## config.mk

```make
export PLATFORM = sky130hd
export DESIGN_NAME = regd_array_mult
export DESIGN_NICKNAME = d
export VERILOG_FILES = /design/src/rtl/amul_pkg.sv /design/src/rtl/amul_full_adder.sv /design/src/rtl/amul_stage_reg.sv /design/src/rtl/amul_pp_gen.sv /design/src/rtl/amul_fa_array.sv /design/src/rtl/regd_array_mult.sv
export SDC_FILE = /design/constraint.sdc
export NUM_CORES = 1
export LEC_CHECK = 0
export CORE_AREA = 2 2 81 83
export DETAILED_ROUTE_END_ITERATION = 10
export DIE_AREA = 0 0 83 85
export GPL_ROUTABILITY_DRIVEN = 0
export HOLD_SLACK_MARGIN = 0.03
export PLACE_DENSITY = 0.56
export SKIP_LAST_GASP = 1
export SYNTH_ARGS = -nofsm -noshare
export SYNTH_HDL_FRONTEND = slang
export SYNTH_SLANG_ARGS = --single-unit
```

## constraint.sdc

```tcl
create_clock -name clk -period 11.85 [get_ports clk]
set_input_delay 2.9625 -clock clk [delete_from_list [all_inputs] [get_ports clk]]
set_output_delay 2.9625 -clock clk [all_outputs]
set_load 0.02 [all_outputs]
```

## src/rtl/amul_pkg.sv

```systemverilog
package amul_pkg;

    localparam int AMUL_A_W = 8;
    localparam int AMUL_B_W = 8;

    typedef struct packed {
        logic carry;
        logic sum;
    } fa_res_t;

    function automatic fa_res_t fa_eval(input logic x, input logic y, input logic ci);
        fa_res_t r;
        r.sum   = x ^ y ^ ci;
        r.carry = (x & y) | (x & ci) | (y & ci);
        return r;
    endfunction

endpackage

```

## src/rtl/amul_full_adder.sv

```systemverilog
module amul_full_adder
    import amul_pkg::*;
(
    input  logic x,
    input  logic y,
    input  logic ci,
    output logic s,
    output logic co
);
    fa_res_t res;

    always_comb begin
        res = fa_eval(x, y, ci);
    end

    assign s  = res.sum;
    assign co = res.carry;
endmodule

```

## src/rtl/amul_stage_reg.sv

```systemverilog
module amul_stage_reg #(
    parameter int W = 8
) (
    input  logic         clk,
    input  logic         rst,
    input  logic [W-1:0] d,
    output logic [W-1:0] q
);
    always_ff @(posedge clk) begin
        if (rst) q <= '0;
        else     q <= d;
    end

    // the register follows its input with one edge of delay
    assert_stage_capture_R2: assert property (@(posedge clk) disable iff (rst)
        !rst |=> (q == $past(d)));
endmodule

```

## src/rtl/amul_pp_gen.sv

```systemverilog
module amul_pp_gen #(
    parameter int AW = 8,
    parameter int BW = 8
) (
    input  logic [AW-1:0]          mcand,
    input  logic [BW-1:0]          mplier,
    output logic [BW-1:0][AW-1:0]  pp
);
    for (genvar r = 0; r < BW; r++) begin : g_row
        for (genvar c = 0; c < AW; c++) begin : g_bit
            assign pp[r][c] = mcand[c] & mplier[r];
        end
    end
endmodule

```

## src/rtl/amul_fa_array.sv

```systemverilog
module amul_fa_array #(
    parameter int AW = 8,
    parameter int BW = 8,
    localparam int PW = AW + BW
) (
    input  logic [BW-1:0][AW-1:0] pp,
    output logic [PW-1:0]         prod
);
    // Running sum of each row and the carry out of its top adder
    logic [BW-1:0][AW-1:0] acc;
    logic [BW-1:0]         top_c;
    logic [BW-1:1][AW:0]   rip;

    assign acc[0]   = pp[0];
    assign top_c[0] = 1'b0;

    for (genvar r = 1; r < BW; r++) begin : g_row
        assign rip[r][0] = 1'b0;
        for (genvar c = 0; c < AW; c++) begin : g_col
            logic upper;
            if (c == AW - 1) begin : g_msb
                assign upper = top_c[r-1];
            end else begin : g_mid
                assign upper = acc[r-1][c+1];
            end
            amul_full_adder u_fa (
                .x  (upper),
                .y  (pp[r][c]),
                .ci (rip[r][c]),
                .s  (acc[r][c]),
                .co (rip[r][c+1])
            );
        end
        assign top_c[r] = rip[r][AW];
    end

    // The low bit of every row but the last is final, and the last row supplies the rest
    for (genvar r = 0; r < BW - 1; r++) begin : g_low
        assign prod[r] = acc[r][0];
    end
    assign prod[PW-2:BW-1] = acc[BW-1];
    assign prod[PW-1]      = top_c[BW-1];
endmodule

```

## src/rtl/regd_array_mult.sv

```systemverilog
module regd_array_mult
    import amul_pkg::*;
#(
    parameter int AW = AMUL_A_W,
    parameter int BW = AMUL_B_W,
    localparam int PW = AW + BW
) (
    input  logic          clk,
    input  logic          rst,
    input  logic [AW-1:0] a_in,
    input  logic [BW-1:0] b_in,
    output logic [PW-1:0] p_out
);
    logic [AW-1:0]          a_q;
    logic [BW-1:0]          b_q;
    logic [BW-1:0][AW-1:0]  pp;
    logic [PW-1:0]          prod_d;

    amul_stage_reg #(.W(AW)) u_a_reg (.clk(clk), .rst(rst), .d(a_in), .q(a_q));
    amul_stage_reg #(.W(BW)) u_b_reg (.clk(clk), .rst(rst), .d(b_in), .q(b_q));

    amul_pp_gen #(.AW(AW), .BW(BW)) u_pp (
        .mcand  (a_q),
        .mplier (b_q),
        .pp     (pp)
    );

    amul_fa_array #(.AW(AW), .BW(BW)) u_arr (
        .pp   (pp),
        .prod (prod_d)
    );

    amul_stage_reg #(.W(PW)) u_p_reg (.clk(clk), .rst(rst), .d(prod_d), .q(p_out));

    // registered product matches the arithmetic product of last cycle's operands
    assert_product_R1: assert property (@(posedge clk) disable iff (rst)
        !rst |=> (p_out == PW'({{BW{1'b0}}, $past(a_q)} * {{AW{1'b0}}, $past(b_q)})));

    // the array's lowest bit comes from the two lowest operand bits
    assert_low_bit_R4: assert property (@(posedge clk) disable iff (rst)
        !rst |-> (prod_d[0] == (a_q[0] & b_q[0])));

    // a zero operand gives a zero array result
    assert_zero_operand_R5: assert property (@(posedge clk) disable iff (rst)
        ((a_q == '0) || (b_q == '0)) |-> (prod_d == '0));
endmodule

```

== Yosys cells after proc, flatten, opt, wreduce, memory -nomap -nowiden ==
Index checks and enable logic that the tools add are counted.
Word-level totals
  flip-flop bits (word level): 32
  latch bits: 0
  RAM bits: 0
  memory bits (read-only): 0
  output and inout port bits: 16
  logic and storage cells: 419
  memories kept: 0
Cells by class
  add/sub/neg operators: 0
  $mul: 0
  div/mod/pow operators: 0
  magnitude comparators: 0
  eq/ne operators: 0
  shift-type cells: 0
  muxes and demuxes: 0
  bitwise operators: 416
  reduce and logical (&&, ||, !) cells: 0
Operators with widths (count)
  1-bit AND: 216
  1-bit bitwise XOR: 104
  1-bit OR: 96

== Depth between registers and ports, before layout ==
  word-level depth: 52
  gate-level depth with buffers: 35
  gate-level depth less buffers: 35

== Hierarchy ==
A second synthesis with hierarchy kept.
Unflattened totals
  cell total of the unflattened synthesis: 188
  area, all modules: 2424.8 um2
By module, submodules not included
  amul_full_adder: times used 56, cells an instance 1, area an instance 20.0 um2, sequential area each 0.0 um2
  amul_stage_reg at u_p_reg: times used 1, cells an instance 33, area an instance 464.2 um2, sequential area each 320.3 um2
  amul_stage_reg at u_a_reg ...: times used 2, cells an instance 16, area an instance 210.2 um2, sequential area each 160.2 um2
  amul_pp_gen: times used 1, cells an instance 64, area an instance 400.4 um2, sequential area each 0.0 um2
  amul_fa_array: times used 1, cells an instance 3, area an instance 18.8 um2, sequential area each 0.0 um2

== Least setup slack after synthesis ==
No wires, ideal clock.
  path kind: register to register
  start point: reg u_a_reg.q[1]
  end point: reg u_p_reg.q[14]
  library setup time: 0.113 ns
  arrival: 8.813 ns
  path slack: 2.923 ns
  stages on the path, launching flop included: 28
  path buffers: 0
  period minus slack after synthesis: 8.927 ns
  cell sequence: dfxtp_1 -> and2_1 -> ha_1 -> fa_1 -> inv_1 -> fa_1 -> inv_1 -> fa_1 -> fa_1 -> fa_1 -> fa_1 -> fa_1 -> fa_1 -> fa_1 -> inv_1 -> fa_1 -> inv_1 -> fa_1 -> inv_1 -> fa_1 -> fa_1 -> fa_1 -> fa_1 -> fa_1 -> fa_1 -> fa_1 -> fa_1 -> nor2_1
Between the ends
  longest elaborated chain between the ends: 50
  elaborated cells on any way between the ends: 326
  those cells by class: 326 x bitwise
RTL lines
  from (decl): RTL line amul_stage_reg.sv:7  | output logic [W-1:0] q
  from (signal assigned): RTL line amul_stage_reg.sv:10  | if (rst) q <= '0;
  from (signal assigned): RTL line amul_stage_reg.sv:11  | else q <= d;
  1-bit AND: RTL line amul_pp_gen.sv:11  | assign pp[r][c] = mcand[c] & mplier[r];
  1-bit AND (2 in series): RTL line amul_pkg.sv:14  | r.carry = (x & y) | (x & ci) | (y & ci);
  1-bit OR (2 in series): RTL line amul_pkg.sv:14
  1-bit AND: RTL line amul_pkg.sv:14
  1-bit OR (2 in series): RTL line amul_pkg.sv:14
  1-bit AND: RTL line amul_pkg.sv:14
  1-bit OR (2 in series): RTL line amul_pkg.sv:14
  1-bit AND: RTL line amul_pkg.sv:14
  (+26 left out)
  1-bit OR (2 in series): RTL line amul_pkg.sv:14
  1-bit AND: RTL line amul_pkg.sv:14
  1-bit OR (2 in series): RTL line amul_pkg.sv:14
  1-bit AND: RTL line amul_pkg.sv:14
  1-bit OR (2 in series): RTL line amul_pkg.sv:14
  1-bit AND: RTL line amul_pkg.sv:14
  1-bit OR (2 in series): RTL line amul_pkg.sv:14
  1-bit bitwise XOR *: RTL line amul_pkg.sv:13  | r.sum = x ^ y ^ ci;
  to (signal assigned): RTL line amul_stage_reg.sv:10
  to (signal assigned): RTL line amul_stage_reg.sv:11
  to (decl): RTL line amul_stage_reg.sv:7
Every way passes the cells marked *; elsewhere a longest branch is shown, timed or not.
A chain may end at the register's enable or synchronous reset.

== Worst setup path after layout ==
Same ends and word-level chain as after synthesis.

==> results.md <==
- Maximum number of pins on one net before global-route repair: 33
- H-tree levels: 2
- # clock sinks: 32
- Worst hold start: u_b_reg.q[0]$_SDFF_PP0_
- Largest driver fanout on the critical path: 8
- Startpoint kind of the worst setup timing path: flip-flop
- Slew at the pin closest to its max-slew limit: around 1.1 ns
- DRC errors left: 0
- Non-Filler Instances: 338
- Initial cell density of the core: 0.384
- FF-to-FF Start: u_a_reg.q[1]$_SDFF_PP0_
- Half-perimeter wire length of the detailed placement result: 2910 µm
- Maximum count of clock buffers along a single path: 2
- GRT Resource Usage Total: 0.116
- Worst hold path class: flip-flop to flip-flop
- Clock transition time at the flip-flop clock pins of the worst setup and hold paths: roughly 0.060 ns
- Setup slack after placement: 2.50 ns
- Main synth FF type: sky130_fd_sc_hd__dfxtp_1
- Number of flops mapped to enable cells by yosys: 0
- Number of nets in the layout: between 300 and 400
- Synth Instances: about 220
- Power density normalized to cell area: between 90 and 100 mW/mm²
- Fill count: 590
- Drt pass-1 iters: 3
- Worst vdd rail ir drop: 0.0446 mV
- Setup repair after global routing missed its margin: no
- Placement Rows: 29
- Top cell by count, worst path: sky130_fd_sc_hd__fa_1
- Number of diodes added for antenna fixing: 0
- Final routed wirelength across all metal layers: 3410 µm
- CTS Root Buffer Type: sky130_fd_sc_hd__clkbuf_8
- Largest incremental delay on the critical path: about 0.54 ns
- Number of antenna violations at the first check in global routing: 0
- DIE HEIGHT: 85 µm
- Maximum clock frequency: 108 MHz
- Reported leakage power: 0.00125 µW
- Area leader, netlist: sky130_fd_sc_hd__fa_1
- Mean Syn Cell Area: ~11 µm²
- Via total after detailed routing: 1458
- Final Setup Violations: 0
- Critical path's top delay family: adder cells
- Worst setup path startpoint: u_a_reg.q[1]$_SDFF_PP0_
- TritonCTS clock tree: built
- Required time of the worst setup path: between 10 and 15 ns
- Post-synthesis instance area: about 0.0024 mm²
- Final clock skew: ~0.0017 ns
- Final standard cell utilization of the core: 0.464
- Endpoint arrival time on the critical path: 9.38 ns
- Fraction of final layout cells with drive strength greater than 1: 0.0230
- Cell with the largest stage delay on the worst path: sky130_fd_sc_hd__fa_1
- Part of the Yosys area used for sequential elements: 0.269
- Cts bufs inserted: 5
- Reported max-cap violation count: 0
- Result of the run: finished, final reports clean
- Die Area: slightly above 0.007 mm²
- Core Area: between 0.006 and 0.007 mm²
- Relative area change from synthesis to final layout: 20.7%
- Sum of buffers and inverters on the critical path: 5
- Post-cts gate resize count: 0
- Synth cell count leaders: 48 x sky130_fd_sc_hd__fa_1, 41 x sky130_fd_sc_hd__and2_1, 37 x sky130_fd_sc_hd__inv_1
- Worst max-slew margin expressed relative to the limit: 0.261
- Vias in the first global route: approximately 1600
- YS warnings: 0
- Routed wire per std cell: between 10 and 15 µm
- Post-layout total power: 264 µW
- Ranking of synthesized cells by area: sky130_fd_sc_hd__fa_1 40%, sky130_fd_sc_hd__dfxtp_1 27%, sky130_fd_sc_hd__and2_1 11%
- Sort of element at the end of the critical path: flip-flop
- Post-synthesis cell type count: 10
- Count of routing violations after the opening detailed-route iteration: 20
- Remaining antenna violation count after routing: 0
- First-pass GRT wire length: 6700 µm
- Placed Cells incl. Taps: 330
- Portion of synthesized cell area occupied by the leading cell type: 0.403
- Crit Path Category: flip-flop to flip-flop
- Number of post-CTS setup repair buffers: 0
- Total global routing overflow: 0
- Final critical delay including setup and external delays: about 9.3 ns
- Vias per cell: around 4.3
- Total of hold buffers inserted after clock tree synthesis: 0
- Die boundary width: just over 80 µm
- Synth Register Bits: 32
- Dominant cell by count in the synthesized netlist: sky130_fd_sc_hd__fa_1
- Number of pins with negative max-slew slack in the final report: 0
- I/O pin count: 34
- Sum of negative setup slack: 0 ns
- Latest clock arrival within the worst-skew pair: around 0.28 ns
- Setup slack of the critical path after layout: ~2.6 ns
- Final cycle utilization of the critical path: 0.781
- Syn Nets: 297
- Number of port buffers: 33
- Fraction of registers with async set/reset: 0
- Final hold violation count: 0
-- per-stage QoR --
stage | hold WS, ns | cell area [µm²]
after floorplan | 0.528 | 2380
after global placement | 0.592 | 2790
after detailed placement | 0.597 | 2790
after CTS | 0.608 | 2880
after global routing | 0.639 | 2880
final | 0.600 | 2880
-- sequential cells by signal, summed over array words and instances, names as in the netlist --
register / flops
u_b_reg.q: 8
u_a_reg.q: 8
u_p_reg.q: 16
-- cells by family after synthesis --
group,Yosys count,synth area share
DFF,32,0.269
and+or+nand+nor,95,0.219
adders and majority gates,56,0.445
buffers and inverters,40,0.0677
-- layout make-up --
type                       instances  area, µm²  area share
multi-input combinational        151       1580       0.550
sequential                        32        641       0.223
timing repair buffer              33        330       0.115
inverter                          37        139      0.0482
tap                               77       96.3      0.0335
clock buffer                       8       90.1      0.0313
-- per-layer routing --
metal	vias up	share of wire	track usage
li1	711	-	-
met1	719	0.40	0.119
met2	23	0.55	0.231
met3	5	0.027	0.0243
met4	0	0.018	0.0402
met5	-	0	0
-- placed cells by master, fill, tap and decap left out, drive strengths merged --
master and instances:
and2 41, and3b 1, clkbuf 8, clkdlybuf4s50 33, dfxtp 32, fa 48
ha 8, inv 37, nand2 22, nor2 8, nor2b 23
-- report_power, final --
group          total [µW]  internal [µW]  leakage [µW]  switching [µW]
clock network        86.3           47.3     0.0000455            38.9
registers             122            115      0.000264            6.36
logic                55.9           29.0      0.000942            26.9
-- path summary, 6_finish.rpt --
kind / slack (ns) / endpoint / depth (start not counted)
min: 0.60 / u_p_reg.q[0]$_SDFF_PP0_ / 1
max reg2reg: 2.60 / u_p_reg.q[14]$_SDFF_PP0_ / 27
max: 2.60 / u_p_reg.q[14]$_SDFF_PP0_ / 27
min reg2reg: 0.60 / u_p_reg.q[0]$_SDFF_PP0_ / 1
(Power assumes the default switching activity.)
